## config.mk

```make
export PLATFORM = sky130hd
export DESIGN_NAME = trapret_unit
export DESIGN_NICKNAME = d
export VERILOG_FILES = /design/src/rtl/trapret_pkg.sv /design/src/rtl/trapret_sret_eval.sv /design/src/rtl/trapret_mret_eval.sv /design/src/rtl/trapret_unit.sv
export SDC_FILE = /design/constraint.sdc
export NUM_CORES = 1
export LEC_CHECK = 0
export BUFFER_PORTS_ARGS = -buffer_cell sky130_fd_sc_hd__buf_2
export CORE_UTILIZATION = 40
export DETAILED_ROUTE_END_ITERATION = 16
export GPL_TIMING_DRIVEN = 0
export PLACE_DENSITY = 0.73
export SKIP_CTS_REPAIR_TIMING = 1
export SLEW_MARGIN = 20
export SYNTH_ARGS = -nofsm -noshare
export SYNTH_HDL_FRONTEND = slang
export SYNTH_HIERARCHICAL = 1
export SYNTH_SLANG_ARGS = --single-unit
```

## constraint.sdc

```tcl
create_clock -name clk -period 1.4 [get_ports clk]
set_clock_uncertainty 0.15 [all_clocks]
set_input_delay 0.14 -clock clk [delete_from_list [all_inputs] [get_ports clk]]
set_output_delay 0.14 -clock clk [all_outputs]
set_load 0.05 [all_outputs]
```

## src/rtl/trapret_pkg.sv

```systemverilog
package trapret_pkg;

  localparam int CAUSE_W = 5;
  localparam int PRIV_W  = 2;

  localparam logic [PRIV_W-1:0] PRV_U = 2'd0;
  localparam logic [PRIV_W-1:0] PRV_S = 2'd1;
  localparam logic [PRIV_W-1:0] PRV_M = 2'd3;

  localparam logic [CAUSE_W-1:0] CAUSE_MISALIGN = 5'd0;
  localparam logic [CAUSE_W-1:0] CAUSE_ILLEGAL  = 5'd2;
  localparam logic [CAUSE_W-1:0] CAUSE_VIRT     = 5'd22;

  // interrupt-enable / previous-mode stack
  typedef struct packed {
    logic              sie;
    logic              spie;
    logic              spp;
    logic              mie;
    logic              mpie;
    logic [PRIV_W-1:0] mpp;
    logic              mpv;
    logic              mprv;
    logic              spv;
  } stk_t;

  // outcome of one return evaluation
  typedef struct packed {
    logic               exc;
    logic [CAUSE_W-1:0] cause;
    logic [PRIV_W-1:0]  priv;
    logic               virt;
    stk_t               stk;
  } eval_t;

  function automatic logic pc_unaligned(input logic rvc, input logic [1:0] low);
    return !rvc && (low != 2'b00);
  endfunction

endpackage

```

## src/rtl/trapret_sret_eval.sv

```systemverilog
module trapret_sret_eval
  import trapret_pkg::*;
#(
  parameter int XLEN = 32
) (
  input  logic [PRIV_W-1:0] cur_priv,
  input  logic              cur_virt,
  input  stk_t              cur_stk,
  input  logic              tsr,
  input  logic              vtsr,
  input  logic              has_hyp,
  input  logic              rvc_ok,
  input  logic              new_spec,
  input  logic [XLEN-1:0]   sepc,
  output eval_t             res,
  output logic [XLEN-1:0]   pc
);

  always_comb begin
    res.exc   = 1'b1;
    res.cause = CAUSE_ILLEGAL;
    res.priv  = cur_priv;
    res.virt  = cur_virt;
    res.stk   = cur_stk;
    pc        = '0;
    if (cur_priv == PRV_U) begin
      res.cause = CAUSE_ILLEGAL;
    end else if (pc_unaligned(rvc_ok, sepc[1:0])) begin
      res.cause = CAUSE_MISALIGN;
    end else if (tsr && (cur_priv != PRV_M)) begin
      res.cause = CAUSE_ILLEGAL;
    end else if (cur_virt && vtsr) begin
      res.cause = CAUSE_VIRT;
    end else begin
      res.exc      = 1'b0;
      res.cause    = '0;
      res.stk.sie  = cur_stk.spie;
      res.stk.spie = 1'b1;
      res.stk.spp  = 1'b0;
      res.priv     = {1'b0, cur_stk.spp};
      if (has_hyp && !cur_virt) begin
        res.virt    = cur_stk.spv;
        res.stk.spv = 1'b0;
      end
      if (new_spec) begin
        res.stk.mprv = 1'b0;
      end
      pc = sepc;
    end
  end

endmodule

```

## src/rtl/trapret_mret_eval.sv

```systemverilog
module trapret_mret_eval
  import trapret_pkg::*;
#(
  parameter int XLEN = 32
) (
  input  logic [PRIV_W-1:0] cur_priv,
  input  logic              cur_virt,
  input  stk_t              cur_stk,
  input  logic              rvc_ok,
  input  logic              umode_ok,
  input  logic              new_spec,
  input  logic [XLEN-1:0]   mepc,
  output eval_t             res,
  output logic [XLEN-1:0]   pc
);

  logic leave_m;
  assign leave_m = (cur_stk.mpp != PRV_M);

  always_comb begin
    res.exc   = 1'b1;
    res.cause = CAUSE_ILLEGAL;
    res.priv  = cur_priv;
    res.virt  = cur_virt;
    res.stk   = cur_stk;
    pc        = '0;
    if (cur_priv != PRV_M) begin
      res.cause = CAUSE_ILLEGAL;
    end else if (pc_unaligned(rvc_ok, mepc[1:0])) begin
      res.cause = CAUSE_MISALIGN;
    end else begin
      res.exc      = 1'b0;
      res.cause    = '0;
      res.priv     = cur_stk.mpp;
      res.virt     = cur_stk.mpv && leave_m;
      res.stk.mie  = cur_stk.mpie;
      res.stk.mpie = 1'b1;
      res.stk.mpp  = umode_ok ? PRV_U : PRV_M;
      res.stk.mpv  = 1'b0;
      if (new_spec && leave_m) begin
        res.stk.mprv = 1'b0;
      end
      pc = mepc;
    end
  end

endmodule

```

## src/rtl/trapret_unit.sv

```systemverilog
module trapret_unit
  import trapret_pkg::*;
#(
  parameter int XLEN = 32
) (
  input  logic                clk,
  input  logic                rst,
  input  logic                ret_req,
  input  logic                ret_is_m,
  input  logic [1:0]          cur_priv,
  input  logic                cur_virt,
  input  logic                st_sie,
  input  logic                st_spie,
  input  logic                st_spp,
  input  logic                st_mie,
  input  logic                st_mpie,
  input  logic [1:0]          st_mpp,
  input  logic                st_mpv,
  input  logic                st_mprv,
  input  logic                st_tsr,
  input  logic                hv_vtsr,
  input  logic                hv_spv,
  input  logic                has_hyp,
  input  logic                rvc_ok,
  input  logic                umode_ok,
  input  logic                new_spec,
  input  logic [XLEN-1:0]     sepc_i,
  input  logic [XLEN-1:0]     mepc_i,
  output logic                done_o,
  output logic                exc_o,
  output logic [4:0]          cause_o,
  output logic [1:0]          priv_o,
  output logic                virt_o,
  output logic                sie_o,
  output logic                spie_o,
  output logic                spp_o,
  output logic                mie_o,
  output logic                mpie_o,
  output logic [1:0]          mpp_o,
  output logic                mpv_o,
  output logic                mprv_o,
  output logic                spv_o,
  output logic [XLEN-1:0]     pc_o
);

  stk_t            cur_stk;
  eval_t           s_res, m_res, pick;
  logic [XLEN-1:0] s_pc, m_pc, pick_pc;
  eval_t           res_q;
  logic [XLEN-1:0] pc_q;
  logic            done_q;

  assign cur_stk = '{sie: st_sie, spie: st_spie, spp: st_spp, mie: st_mie,
                     mpie: st_mpie, mpp: st_mpp, mpv: st_mpv, mprv: st_mprv,
                     spv: hv_spv};

  trapret_sret_eval #(.XLEN(XLEN)) u_sret (
    .cur_priv (cur_priv),
    .cur_virt (cur_virt),
    .cur_stk  (cur_stk),
    .tsr      (st_tsr),
    .vtsr     (hv_vtsr),
    .has_hyp  (has_hyp),
    .rvc_ok   (rvc_ok),
    .new_spec (new_spec),
    .sepc     (sepc_i),
    .res      (s_res),
    .pc       (s_pc)
  );

  trapret_mret_eval #(.XLEN(XLEN)) u_mret (
    .cur_priv (cur_priv),
    .cur_virt (cur_virt),
    .cur_stk  (cur_stk),
    .rvc_ok   (rvc_ok),
    .umode_ok (umode_ok),
    .new_spec (new_spec),
    .mepc     (mepc_i),
    .res      (m_res),
    .pc       (m_pc)
  );

  assign pick    = ret_is_m ? m_res : s_res;
  assign pick_pc = ret_is_m ? m_pc  : s_pc;

  always_ff @(posedge clk) begin
    if (rst) begin
      done_q     <= 1'b0;
      res_q      <= '0;
      res_q.priv <= PRV_M;
      pc_q       <= '0;
    end else begin
      done_q <= ret_req;
      if (ret_req) begin
        res_q <= pick;
        pc_q  <= pick_pc;
      end else begin
        res_q.exc <= 1'b0;
      end
    end
  end

  assign done_o  = done_q;
  assign exc_o   = res_q.exc;
  assign cause_o = res_q.cause;
  assign priv_o  = res_q.priv;
  assign virt_o  = res_q.virt;
  assign sie_o   = res_q.stk.sie;
  assign spie_o  = res_q.stk.spie;
  assign spp_o   = res_q.stk.spp;
  assign mie_o   = res_q.stk.mie;
  assign mpie_o  = res_q.stk.mpie;
  assign mpp_o   = res_q.stk.mpp;
  assign mpv_o   = res_q.stk.mpv;
  assign mprv_o  = res_q.stk.mprv;
  assign spv_o   = res_q.stk.spv;
  assign pc_o    = pc_q;

endmodule

```

==> results.toml <==
[run_status]
status = "finished with violations"
violations = "negative setup slack"

[sta]
worst_slew_pin_slew_ns = 0.5238
worst_slew_margin_rel = 0.6508
setup_tns_ns = -0.004528
slew_violations = 0
finalHoldViolCount = 0
period_needed_ns = 1.405
finalSetupViolCount = 1
fin_ws_ns = -0.004528
grt_setup_unrepaired = "yes"
fin_crit_sh = 1.003
fmax_mhz = 712.0

[synthesis]
yosysTopAreaCell = "dfxtp_1"
syn_area_sq_um = 3253
synth_commonest_cells = "and2_1 (59), dfxtp_1 (52), mux2i_1 (52), nor2_1 (50), a211oi_1 (48)"
synthAdderAreaFrac = 0
ys_seq_area_frac = 0.3200
post-synth-top-count-cell = "and2_1"
synth_compound_area_frac = 0.1738
async_flop_share = 0
synth_top_family_by_area = "simple AND/OR/NAND/NOR gates"
avgSynthCellArea_sq_um = 8.937
yosysTopAreaCellShare = 0.3200
synth_warnings = 6
synth_ff_type = "dfxtp_1"
synth-simple-area-share = 0.2200
yosys-mux-area-fraction = 0.1692
synth.distinct_cells = 43
ys_seq_elements = 52
synthTopCellsByArea = "dfxtp_1 (32%), mux2i_1 (16%), and2_1 (11%)"
synth-edff-count = 0
synthesis.instances = 364
synth_xor_area_frac = 0

[global_routing]
antenna_found_initial = 0
grtUsageMet2 = 0.3427
grt_pass1_vias = 2842
grtUsageMet1 = 0.2524
grt_pass1_wl_um = 13440
grt.met3_usage = 0.02653
overflow = 0
track_usage = 0.1989
top_usage_layer = "met2"
grt_max_degree = 16

[route]
drcViolationCount = 0
drt_iter0_markers = 55
viasPerCell = 4.873
vias = 3021
final_antenna_net_count = 0
finalWirelength_um = 8612
first_pass_iters = 4
drt-wirelength-per-cell_um = 13.89

[die]
initial_utilization = 0.4167
design.core.area_sq_um = 7807
placementRows = 32
die_area_sq_um = 8497
dieWidth_um = 92.18
die_h_um = 92.18
pin_count = 139

[hold_path]
hold_class = "in2reg"

[clocking]
cts-htree-levels = 2
clk_pin_slew_ns = 0.09
cts_buffer_depth = 2
tritoncts = "built"
clkLatencyLatePin_ns = 0.30
numCtsBuffers = 5
cts_sinks = 52
root_buffer = "clkbuf_8"

[critical_path]
r2r_setup_slack_ns = 0.53
cp.required_ns = 1.42
end_kind = "flop"
worstSetupStartpointType = "input pin"
critical_path_class = "in2reg"
cp.arrival_ns = 1.43
path_max_fanout = 10

[layout]
drive_gt1_frac = 0.4035
syn_to_final_growth_pct = 31.42
nNetsFinal = 604
postLayoutCellArea_sq_um = 4275
diodes = 0
fin_util = 0.5476
nFillCells = 757

[pwr]
p_total_mw = 3.829
p_int_mw = 2.568
pwr-share-seq = 0.425
power_density_nw_per_um2 = 895.7
ir_worst_vdd_mv = 0.3414
p_switching_mw = 1.262
p_comb_frac = 0.313
clock_power_share = 0.262
total_leakage_power_nw = 2.135
switching_share = 0.3294

[placement]
place_congestion = 0.8070
hpwl_um = 6515
placed_area_sq_um = 4073
io_buffers = 135

[run]
max_cap_violations = 0
cell type report:
| cell class | instances | area (sq um) | area share |
|---|---|---|---|
| Timing Repair Buffer | 142 | 740.7 | 0.1733 |
| Clock buffer | 6 | 72.57 | 0.01697 |
| Tap cell | 102 | 127.6 | 0.02985 |
| Inverter | 8 | 32.53 | 0.007609 |
| Multi-Input combinational cell | 262 | 1884 | 0.4407 |
| Clock inverter | 2 | 35.03 | 0.008194 |
| Sequential cell | 52 | 1041 | 0.2435 |
| Buffer | 46 | 341.6 | 0.07989 |
path summary, 6_finish.rpt:
check / depth (start not counted) / start / to
setup / recovery: 7 / cur_priv[1] / pc_o[25]$_SDFFE_PP0P_
hold reg to reg: 2 / pc_o[14]$_SDFFE_PP0P_ / pc_o[14]$_SDFFE_PP0P_
hold / removal: 3 / ret_is_m / exc_o$_SDFF_PP0_
setup reg to reg: 2 / cause_o[1]$_SDFFE_PP0P_ / cause_o[1]$_SDFFE_PP0P_
per-layer routing:
metal  up-vias  part of all wire  wire length (um)
met4         0             0.016               141
met1      1390              0.44              3805
met3        11             0.047               403
met5         -                 0                 0
li1       1537                 -                 -
met2        83              0.49              4262
worst max-delay path, stage by stage:
cell and delay, ns:
buf_2 0.12, buf_2 0.16, o2111a_4 0.35, buf_6 0.15
and2_1 0.15, mux2i_1 0.22, a211oi_2 0.12
logic make-up (layout without fill, tap and decap cells):
logic type,after synthesis,count (layout)
and+or+nand+nor,131,131
AOI/OAI and AO/OA,71,71
muxes,54,54
buffers and inverters,54,204
DFF,52,52
other,2,6
cells in the final DEF, fill, tap and decap left out, types with 4 or more instances in the layout:
cell      instances
buf_2           144
and2_1           59
mux2i_1          52
dfxtp_1          52
nor2_1           50
a211oi_1         44
buf_4            22
clkbuf_1          9
inv_1             7
conb_1            6
buf_6             5
buf_8             5
clkbuf_8          5
a211oi_2          4
o21ai_0           4
and2_2            4
metrics by stage:
stage               worst slack [ns]  hold WS, ns  std cells
finish                     -0.004528      0.03325        620
global route                -0.05681      0.05744        620
CTS                         -0.04087      0.02730        613
detailed placement           -0.3625       0.3248        605
global placement             -0.2396       0.3220        605
floorplan                    0.01589       0.2396        368
power by group through the flow:
stage / sequential (mW) / combinational [mW] / clock (mW)
2_1_floorplan: 1.99 / 0.501 / 0
3_3_place_gp: 1.66 / 1.15 / 0
3_5_place_dp: 1.66 / 1.17 / 0
4_1_cts: 1.63 / 1.17 / 1.03
5_1_grt: 1.64 / 1.29 / 1.08
6_report: 1.63 / 1.20 / 1.00
sequential cells by signal (all words and copies together), names as in the netlist, 2 cells and up:
register  cells
pc_o         32
mpp_o         2
cause_o       5
priv_o        2
(Power assumes the default switching activity.)
